## config.mk

```make
export PLATFORM = sky130hd
export DESIGN_NAME = mru_bit_replacer
export DESIGN_NICKNAME = d
export VERILOG_FILES = /design/src/rtl/mru_repl_pkg.sv /design/src/rtl/mru_usage_row.sv /design/src/rtl/mru_victim_pick.sv /design/src/rtl/mru_bit_replacer.sv
export SDC_FILE = /design/constraint.sdc
export NUM_CORES = 1
export LEC_CHECK = 0
export ABC_AREA = 1
export BUFFER_PORTS_ARGS = -buffer_cell sky130_fd_sc_hd__buf_4
export CELL_PAD_IN_SITES_DETAIL_PLACEMENT = 2
export CELL_PAD_IN_SITES_GLOBAL_PLACEMENT = 2
export CORE_MARGIN = 3
export CORE_UTILIZATION = 35
export DETAILED_ROUTE_END_ITERATION = 6
export PLACE_DENSITY = 0.89
export SLEW_MARGIN = 20
export SYNTH_ARGS = -nofsm -noshare
export SYNTH_HDL_FRONTEND = slang
export SYNTH_SLANG_ARGS = --single-unit
```

## constraint.sdc

```tcl
create_clock -name clk -period 1.3 [get_ports clk]
set_clock_uncertainty 0.05 [all_clocks]
set_input_delay 0.065 -clock clk [delete_from_list [all_inputs] [get_ports clk]]
set_output_delay 0.065 -clock clk [all_outputs]
set_load 0.02 [all_outputs]
```

## src/rtl/mru_repl_pkg.sv

```systemverilog
package mru_repl_pkg;

  localparam int unsigned MAX_WAYS = 64;

  function automatic logic [MAX_WAYS-1:0] mark_way(input logic [MAX_WAYS-1:0] bits,
                                                   input int unsigned way);
    logic [MAX_WAYS-1:0] r;
    r = bits;
    r[way] = 1'b1;
    return r;
  endfunction

  function automatic logic all_marked(input logic [MAX_WAYS-1:0] bits,
                                      input int unsigned n);
    for (int unsigned i = 0; i < n; i++) begin
      if (!bits[i]) return 1'b0;
    end
    return 1'b1;
  endfunction

  function automatic int unsigned first_clear(input logic [MAX_WAYS-1:0] bits,
                                              input int unsigned n);
    for (int unsigned i = 0; i < n; i++) begin
      if (!bits[i]) return i;
    end
    return 0;
  endfunction

endpackage

```

## src/rtl/mru_usage_row.sv

```systemverilog
module mru_usage_row
  import mru_repl_pkg::*;
#(
  parameter int unsigned WAYS  = 4,
  parameter int unsigned WAY_W = 2
) (
  input  logic             clk,
  input  logic             rst_n,
  input  logic             hit,
  input  logic [WAY_W-1:0] way,
  output logic [WAYS-1:0]  bits,
  output logic             sat
);
  logic [WAYS-1:0] bits_q;
  logic [WAYS-1:0] marked;

  always_comb begin
    marked = WAYS'(mark_way(MAX_WAYS'(bits_q), int'(way)));
    sat    = hit && all_marked(MAX_WAYS'(marked), WAYS);
  end

  always_ff @(posedge clk) begin
    if (!rst_n)   bits_q <= '0;
    else if (sat) bits_q <= '0;
    else if (hit) bits_q <= marked;
  end

  assign bits = bits_q;
endmodule

```

## src/rtl/mru_victim_pick.sv

```systemverilog
module mru_victim_pick
  import mru_repl_pkg::*;
#(
  parameter int unsigned WAYS  = 4,
  parameter int unsigned WAY_W = 2
) (
  input  logic [WAYS-1:0]  bits,
  output logic [WAY_W-1:0] way
);
  always_comb way = WAY_W'(first_clear(MAX_WAYS'(bits), WAYS));
endmodule

```

## src/rtl/mru_bit_replacer.sv

```systemverilog
module mru_bit_replacer #(
  parameter int unsigned SETS = 16,
  parameter int unsigned WAYS = 4,
  localparam int unsigned SET_W = (SETS > 1) ? $clog2(SETS) : 1,
  localparam int unsigned WAY_W = (WAYS > 1) ? $clog2(WAYS) : 1
) (
  input  logic             clk,
  input  logic             rst_n,
  input  logic             acc_en,
  input  logic [SET_W-1:0] acc_set,
  input  logic [WAY_W-1:0] acc_way,
  input  logic [SET_W-1:0] qry_set,
  output logic [WAY_W-1:0] victim_way,
  output logic [WAYS-1:0]  qry_bits
);
  logic [SETS-1:0][WAYS-1:0] usage_all;
  logic [SETS-1:0]           sat_vec;
  logic [SETS-1:0]           row_hit;
  logic                      sat_fire;

  for (genvar s = 0; s < SETS; s++) begin : g_row
    assign row_hit[s] = acc_en && (acc_set == SET_W'(s));
    mru_usage_row #(.WAYS(WAYS), .WAY_W(WAY_W)) u_row (
      .clk  (clk),
      .rst_n(rst_n),
      .hit  (row_hit[s]),
      .way  (acc_way),
      .bits (usage_all[s]),
      .sat  (sat_vec[s])
    );
  end

  assign sat_fire = |sat_vec;

  always_comb begin
    qry_bits = '0;
    if (int'(qry_set) < SETS) qry_bits = usage_all[qry_set];
  end

  mru_victim_pick #(.WAYS(WAYS), .WAY_W(WAY_W)) u_pick (
    .bits(qry_bits),
    .way (victim_way)
  );
endmodule

```

# After elaboration in Yosys (flattened, before gate mapping)
# Index checks and enable logic that the tools add are counted.
[op_classes] reduce_logical=50 n_shift=0 n_addsub=0 n_mux=343 magnitude_cmp=3 n_eq_ne=15 div=0 n_bitwise=17 multipliers=0
[op_table] op="1-bit 2-to-1 mux" count=334
[op_table] op="4-bit OR" count=16
[op_table] op="1-bit logical AND" count=33
[op_table] op="4-bit equality test (second input constant)" count=8
[op_table] op="2-bit OR reduction" count=16
[op_table] op="4-bit binary-select mux with 4-bit select" count=1
[op_table] op="4-bit by 3-bit equality test with 1-bit output (second input constant)" count=4
[op_table] op="2-bit 2-to-1 mux" count=6
[op_table] op="4-bit by 2-bit equality test with 1-bit output (second input constant)" count=2
[op_table] op="2-bit by 7-bit less-than comparator with 1-bit output (second input constant)" count=1
[op_table] op="4-bit by 5-bit less-than comparator with 1-bit output (second input constant)" count=1
[op_table] op="4-bit by 1-bit equality test with 1-bit output (second input constant)" count=1
[op_table] op="4-bit zero test" count=1
[op_table] op="4-bit 2-to-1 mux" count=1
[op_table] op="1-bit demux with 2-bit select" count=1
[op_table] op="2-bit by 1-bit greater-or-equal comparator with 1-bit output (second input constant)" count=1
[op_table] op="1-bit inverter" count=1
[totals] memories=0 register_bits=64 word_cells=444 romBits=0 input_bits=13 latchBits=0 mem_bits_rw=0

# Logic depth before layout (Yosys ltp)
# Gate-level depths: netlist of the first run.
[depth] word_depth=15 depth_mapped=11 ltp_nobuf=9

# Hierarchy
# From an unflattened synthesis of the first run, not the netlist that was laid out.
[unflattened] cells_unflattened=722 area_unflattened_um2=4211.5
[modules_own_cells] mod="mru_usage_row (g_row[0].u_row ...)" n_inst=15 cells_each=31 seq_area_each_um2=80.1 area_per_inst_um2=200.2
[modules_own_cells] mod="mru_bit_replacer" n_inst=1 cells_each=224 seq_area_each_um2=0.0 area_per_inst_um2=997.2
[modules_own_cells] mod="mru_usage_row (g_row[3].u_row)" n_inst=1 cells_each=27 seq_area_each_um2=80.1 area_per_inst_um2=186.4
[modules_own_cells] mod="mru_victim_pick" n_inst=1 cells_each=6 seq_area_each_um2=0.0 area_per_inst_um2=25.0

# Worst setup path before layout of the first run
# Ideal clock, no wire load.
[synth_path] kind="flip-flop to output port" startpoint="register g_row[4].u_row.bits_q[2]" endpoint="output victim_way[1]" arrival_ns=1.382 stages_incl_launch_ff=9 required_ns=1.185 slack_ns=-0.197 n_path_buf=0 path_cell_list="dfxtp_1 > or2_2 > nand3_1 > nand3_1 > nand3_1 > nand2_1 > nand2_1 > nand2_1 > nor2_1"
[synth_between] elab_chain_len=9 elab_cells_between_ends=16
[synth_rtl] element="start, declared" line="mru_usage_row.sv:14" source="logic [WAYS-1:0] bits_q;"
[synth_rtl] element="start signal, assigned" line="mru_usage_row.sv:25" source="else if (hit) bits_q <= marked;"
[synth_rtl] element="4-bit binary-select mux with 4-bit select (*)" line="mru_bit_replacer.sv:37" source="if (int'(qry_set) < SETS) qry_bits = usage_all[qry_set];"
[synth_rtl] element="4-bit 2-to-1 mux (not written as such) (*)" line="mru_bit_replacer.sv:37"
[synth_rtl] element="via qry_bits[2]" line="mru_bit_replacer.sv:14" source="output logic [WAYS-1:0] qry_bits"
[synth_rtl] element="1-bit 2-to-1 mux" line="mru_repl_pkg.sv:24" source="if (!bits[i]) return i;"
[synth_rtl] element="1-bit 2-to-1 mux (2 in a row)" line="mru_repl_pkg.sv:23" source="for (int unsigned i = 0; i < n; i++) begin"
[synth_rtl] element="2-bit 2-to-1 mux / 1-bit 2-to-1 mux (equally long branches) (3 in a row)" line="mru_repl_pkg.sv:23"
[synth_rtl] element="2-bit 2-to-1 mux (*)" line="mru_repl_pkg.sv:26" source="return 0;"
[synth_rtl] element="end, declared" line="mru_bit_replacer.sv:13" source="output logic [WAY_W-1:0] victim_way,"
# Mark *: on every way through the listed nets, which the timed path passes. The rest lies on a longest branch. The select of a mux whose other input is x is not followed.

# Worst setup path after layout of the first run
[layout_path] startpoint="register g_row[15].u_row.bits_q[2]" endpoint="output victim_way[0]"
[layout_between] elab_chain_len=9 elab_cells_between_ends=16
[layout_rtl] element="start, declared" line="mru_usage_row.sv:14"
[layout_rtl] element="start signal, assigned" line="mru_usage_row.sv:25"
[layout_rtl] element="4-bit binary-select mux with 4-bit select (*)" line="mru_bit_replacer.sv:37"
[layout_rtl] element="4-bit 2-to-1 mux (not written as such) (*)" line="mru_bit_replacer.sv:37"
[layout_rtl] element="1-bit 2-to-1 mux" line="mru_repl_pkg.sv:24"
[layout_rtl] element="1-bit 2-to-1 mux (2 in a row)" line="mru_repl_pkg.sv:23"
[layout_rtl] element="2-bit 2-to-1 mux / 1-bit 2-to-1 mux (equally long branches) (3 in a row)" line="mru_repl_pkg.sv:23"
[layout_rtl] element="2-bit 2-to-1 mux (*)" line="mru_repl_pkg.sv:26"
# Mark *: on every way between the ends. The rest lies on a longest branch, timed or not. The select of a mux whose other input is x is not followed.

==> metrics.md, run 1 <==
| Metric | Value |
|---|---|
| Bufs and invs on worst path | 2 |
| # clock sinks | 64 |
| R2R depth | 4 |
| Initial antenna violation count | 0 |
| Cells after synthesis | around 480 |
| Max incr delay on CP | 0.35 ns |
| CTS clock-pin slew for the worst setup and hold paths | 0.07 ns |
| Hold Path End | g_row[14].u_row.bits[3] |
| Clk Tree Root Cell | clkbuf_8 |
| Fin cells | 683 |
| Setup crit end kind | primary output |
| Hold WC Path Type | in -> reg |
| Drt first pass iters | 5 |
| Max FFs per register | 64 |
| Die width | a little over 100 um |
| RSZ-0062 raised after global routing | true |
| Peak VDD IR | roughly 650 uV |
| Slowest cell on the critical path | dfxtp_1 |
| H-tree depth | 3 |
| Data required, critical path | approximately 1.2 ns |
| Top-Level Pins | 19 |
| Warnings, synthesis | 0 |
| HPWL Detailed | approximately 11000 um |
| Critical Path, Cell by Cell | inv_1, nand2_1, nand3_1, nand3_1, nand3_2, nand2_4, nand2_2, a21oi_2, buf_6 |
| Buffers on Ports | 18 |
| Vias in the first global route | 4576 |
| Total global routing overflow | 0 |
| Setup_tns | -3.28 ns |
| TritonCTS clock tree | done |
| Share of cells above drive strength 1 | 36.8% |
| Setup WS pre-CTS | -0.219 ns |
| Reg2reg end | g_row[2].u_row.bits[3] |
| Row cnt | 35 |
| Fin. Hold Viols | 0 |
| Total CTS buffers | 9 |
| Post-synth top area share | 38.2% |
| Post-Syn Area | 0.00336 sq mm |
| N_diodes | 0 |
| Max-cap viol count | 0 |
| Core ar. | 0.00928 sq mm |
| Synth top area cells | dfxtp_1, a21oi_1, nor2_1, nand2_1, nand3_1 |
| Flops & latches, synth | 64 |
| Hold_sp | rst_n |
| Yosys top cell by area | dfxtp_1 |
| Longest Clk Path Bufs | 2 |
| Commonest non-fill, non-tap cell in the layout | buf_4 |
| Chip Height | slightly above 100 um |
| Die ar. | 0.0108 sq mm |
| Drt drc | 0 |
| Placed cell area | 0.00408 sq mm |
| Placer Congestion | 0.906 |
| ANT nets after route | 0 |
| Lkg Pwr | 0.00184 uW |
| Failing checks | setup timing |
| Power density cells | roughly 1100 mW/mm^2 |
| CP delay by family, top | simple AND/OR/NAND/NOR gates |
| Starting Density | 36.1% |
| Cells after DPL | 661 |
| Fmax | between 0.5 and 0.6 GHz |
| Final net count | ~560 |
| GRT Total Usage | 31.5% |
| Largest net degree at the start of global routing | 35 |
| Startpoint types | flop |
| First-pass GRT wire length | between 20000 and 30000 um |
| Clock latency on the worst-skew pair | 0.36 ns |
| Slew HR | 68.3% |
| Routed WL per cell | between 20 and 30 um |
| Status | finished, violations left |
| Commonest cells after routing, fill and taps aside | buf_4, a21oi_1, nor2_1 |
| Min cycle time layout | slightly below 2 ns |
| Synthesis-to-layout area growth | 36.3% |
| Synth Net Count | 491 |
| Synth cell types | 25 |
| Kind of critical path | reg -> out |
| Filler cell count | 1048 |
| Final wirelength | 19000 um |
| Post-CTS Hold Buffers | 0 |
| Critical Path AT | around 1.8 ns |
| Reg2reg setup slack | roughly 0.010 ns |
| R2r startpoint | g_row[2].u_row.bits[0] |
| Pin slew with the least headroom to its limit | roughly 0.47 ns |
| Vias per inst | 5.95 |
| Setup violators final | 6 |
| Final Max Tran Viols | 0 |
| Finished Cell Area | between 0.004 and 0.005 sq mm |
| Final worst slack | -0.654 ns |
| Final Util | 49.3% |
| WHS Path Cells | 3 |
| Vias | just over 4k |
| Crit path max fanout | 3 |
| Crit path top cell by count | nand3_1 |
| Period utilization | 150% |
| Syn Area/Cell | 7.02 sq um |
| Sequential area share after synthesis | 38.2% |
| Initial DRC Count | 263 |
## worst reg2reg max path: stages (launching register included)
cell and delay, ns:
dfxtp_1 0.34, buf_4 0.11, o22ai_1 0.11, o31ai_2 0.45, nor2_1 0.11
## synthesized netlist by cell type, drive strengths merged
cell	instances
o211ai	9
inv	62
dfxtp	64
o2111ai	2
o31ai	11
clkbuf	1
or2	1
nand4	1
nand3	47
buf	21
o22ai	23
a21oi	71
o21ai	27
nor2	73
nor3	1
nand2	64
## worst max path at each step
stage                                       start             to  slack, ns  cells past startpoint
after global routing      g_row[15].u_row.bits[2]  victim_way[0]      -0.68                      9
after global placement                 qry_set[0]  victim_way[1]      -0.14                     10
final                     g_row[15].u_row.bits[2]  victim_way[0]      -0.65                      9
after CTS                 g_row[13].u_row.bits[2]  victim_way[1]      -0.51                     10
after detailed placement               qry_set[0]  victim_way[0]      -0.22                     12
after floorplan                        qry_set[1]  victim_way[0]      -0.02                     10
## final cells by class
cell class	instances	area [sq um]	share of cell area (%)
Clock inverter	3	65.1	1.42
Multi-Input combinational cell	330	1910	41.7
Timing Repair Buffer	82	747	16.3
Clock buffer	13	149	3.26
Tap cell	129	161	3.53
Sequential cell	64	1310	28.6
Inverter	62	233	5.09
## report_power, final
| group | leakage (uW) | total [uW] | switching (uW) | internal, uW |
|---|---|---|---|---|
| registers | 0.000528 | 1990 | 13.0 | 1970 |
| logic | 0.00120 | 892 | 578 | 313 |
| clock network | 0.000108 | 2010 | 879 | 1130 |
## logic make-up (layout without fill, tap and decap cells)
| logic type | count (synthesis) | count (layout) | synth area share, % |
|---|---|---|---|
| AOI/OAI and AO/OA | 143 | 143 | 25.9 |
| and+or+nand+nor | 187 | 187 | 24.6 |
| buffers and inverters | 84 | 160 | 11.4 |
| DFF | 64 | 64 | 38.2 |
## timing repair
| action | in CTS | in global routing |
|---|---|---|
| gates resized for setup | 54 | 32 |
| setup buffers | 3 | 3 |
| gates cloned | 0 | 0 |
| pin swaps | 16 | 17 |
| setup endpoints to repair | 6 | 13 |
## stage by stage
stage / total power (uW) / hold slack [ns]
4_1_cts: 4790 / 0.109
3_5_place_dp: 2750 / 0.432
5_1_grt: 5040 / 0.135
3_3_place_gp: 2710 / 0.417
6_report: 4890 / 0.128
2_1_floorplan: 2420 / 0.165
## routing by layer
metal	wire length, um	global-route usage (%)
met1	7370	36.7
met2	9680	55.8
met3	996	5.59
met4	963	14.7
met5	0	0
Note: power is estimated with default switching activity, not from simulation.
==> run 2: changes to the inputs <==
--- a/config.mk
+++ b/config.mk
@@ -10,10 +10,11 @@
 export CELL_PAD_IN_SITES_DETAIL_PLACEMENT = 2
 export CELL_PAD_IN_SITES_GLOBAL_PLACEMENT = 2
 export CORE_MARGIN = 3
-export CORE_UTILIZATION = 35
+export CORE_UTILIZATION = 33
 export DETAILED_ROUTE_END_ITERATION = 6
 export PLACE_DENSITY = 0.89
 export SLEW_MARGIN = 20
 export SYNTH_ARGS = -nofsm -noshare
 export SYNTH_HDL_FRONTEND = slang
+export SYNTH_HIERARCHICAL = 1
 export SYNTH_SLANG_ARGS = --single-unit
==> run 2 against run 1 <==
Net effect: the flow still finishes with violations (setup timing); setup slack improved by 0.12 ns; sequential power barely moved; wire length rose by 15%; register-to-register slack got worse by 0.10 ns; combinational power rose by 5.9%; synthesized area rose by 24%; worst hold slack improved by 0.0093 ns; global-route usage fell by 4.9 points; critical path type unchanged.
==> metrics.md, run 2 <==
| Metric | Value |
|---|---|
| Total global routing overflow | 0 |
| Status | finished, violations left |
| RSZ-0062 raised after global routing | true |
| Lkg Pwr | 0.00234 uW |
| Critical Path, Cell by Cell | nand2_1, nand2_1, nand2_1, nand3_1, nand3_2, nand2_2, nand2_2, a21oi_4, buf_6 |
| Reg2reg setup slack | -0.09 ns |
| Row cnt | 40 |
| Crit path max fanout | 3 |
| Power density cells | 948 mW/mm^2 |
| Placer Congestion | 0.822 |
| Synthesis-to-layout area growth | 32.9% |
| Crit path top cell by count | nand2_1 |
| WHS Path Cells | 3 |
| Hold_sp | rst_n |
| Setup violators final | 10 |
| Top-Level Pins | 19 |
| Final net count | 800 |
| Die ar. | 0.0140 sq mm |
| Initial DRC Count | 257 |
| Starting Density | 34.1% |
| Commonest non-fill, non-tap cell in the layout | nand2_1 |
| Finished Cell Area | 0.00552 sq mm |
| Startpoint types | flop |
| Setup crit end kind | primary output |
| Vias per inst | around 5.3 |
| Crit path from | g_row[3].u_row/bits[1] |
| Post-CTS Hold Buffers | 0 |
| Final Util | 45.4% |
| Largest net degree at the start of global routing | 33 |
| Slowest cell on the critical path | dfxtp_1 |
| Max-cap viol count | 0 |
| Final worst slack | -0.530 ns |
| Critical Path AT | 1.71 ns |
| Vias | 5045 |
| Longest Clk Path Bufs | 2 |
| Hold WC Path Type | in -> reg |
| Max incr delay on CP | between 0.4 and 0.5 ns |
| Routed WL per cell | 22.9 um |
| R2r startpoint | g_row[3].u_row/bits[1] |
| Final Max Tran Viols | 0 |
| Fin cells | about 960 |
| HPWL Detailed | about 13000 um |
| Buffers on Ports | 18 |
| TritonCTS clock tree | done |
| Peak VDD IR | 837 uV |
| Clock latency on the worst-skew pair | 0.35 ns |
| Core ar. | between 0.01 and 0.015 sq mm |
| Period utilization | 141% |
| Fmax | 0.547 GHz |
| Total CTS buffers | 9 |
| Hold Path End | g_row[4].u_row/bits[2] |
| H-tree depth | 3 |
| Min cycle time layout | 1.83 ns |
| Drt drc | 0 |
| First-pass GRT wire length | about 29000 um |
| R2R depth | 7 |
| Setup WS pre-CTS | -0.254 ns |
| Pin slew with the least headroom to its limit | approximately 0.47 ns |
| Final wirelength | 21900 um |
| Chip Height | 118 um |
| Vias in the first global route | around 5.5k |
| Bufs and invs on worst path | 1 |
| Clk Tree Root Cell | clkbuf_16 |
| ANT nets after route | 0 |
| CTS clock-pin slew for the worst setup and hold paths | 0.06 ns |
| Max FFs per register | 64 |
| Failing checks | setup timing |
| Kind of critical path | reg -> out |
| Commonest cells after routing, fill and taps aside | nand2_1, nor2_1, inv_1 |
| Post-Syn Area | a little over 0.004 sq mm |
| # clock sinks | 64 |
| N_diodes | 0 |
| GRT Total Usage | 26.6% |
| Syn Area/Cell | 5.88 sq um |
| Share of cells above drive strength 1 | 35.8% |
| CP delay by family, top | simple AND/OR/NAND/NOR gates |
| Cells after synthesis | approximately 710 |
| Cells after DPL | 932 |
| Warnings, synthesis | 6 |
| Fin. Hold Viols | 0 |
| Reg2reg end | g_row[3].u_row/bits[1] |
| Slew HR | 68.7% |
| Drt first pass iters | 4 |
| Initial antenna violation count | 0 |
| Synth Net Count | 719 |
| Placed cell area | 0.00486 sq mm |
| Die width | 118 um |
| Data required, critical path | 1.19 ns |
[run 2: worst max-delay path by stage]
stage               endpoint  slack [ns]  cells after the start
3_3_place_gp   victim_way[0]        -0.1                     11
3_5_place_dp   victim_way[0]       -0.25                     11
6_report       victim_way[1]       -0.53                      9
2_1_floorplan  victim_way[0]       -0.01                      8
4_1_cts        victim_way[0]       -0.43                     10
5_1_grt        victim_way[1]       -0.58                      9
[run 2: final cells by class]
class	count	area [sq um]
Fill cell	1497	6650
Inverter	151	577
Timing Repair Buffer	81	709
Tap cell	168	210
Clock buffer	13	250
Multi-Input combinational cell	480	2420
Sequential cell	64	1340
Clock inverter	1	5.00
[run 2: per-stage QoR]
step | TNS [ns] | power (uW) | hold WS (ns)
after CTS | -1.84 | 5130 | 0.129
after floorplan | -0.0132 | 2450 | 0.167
after global routing | -3.59 | 5420 | 0.147
after global placement | -0.400 | 2730 | 0.453
final | -3.13 | 5230 | 0.137
after detailed placement | -3.59 | 2790 | 0.474
[run 2: repair_timing]
action | 4_1_cts | 5_1_grt
buffers inserted | 8 | 6
gates resized for setup | 79 | 50
pin swaps | 13 | 20
endpoints found under the setup margin | 6 | 8
[run 2: report_power, final]
part | switching, uW | total, uW | internal (uW)
Combinational | 625 | 945 | 320
Sequential | 13.3 | 1990 | 1970
Clock | 980 | 2300 | 1320
Total | 1620 | 5230 | 3610
[run 2: per-layer routing]
metal	share of wire [%]	track usage, %
met4	4.7	12.8
met5	0	0
met1	39	28.1
met2	53	50.0
met3	2.8	5.07
[run 2: worst register-to-register path: stages, from the launching register on]
cell and delay, ns:
dfxtp_1 0.41, inv_1 0.11, nand2_1 0.11, nand2_1 0.08, nor2_1 0.23, nand2_2 0.11
nand2_2 0.12, nor2_1 0.06
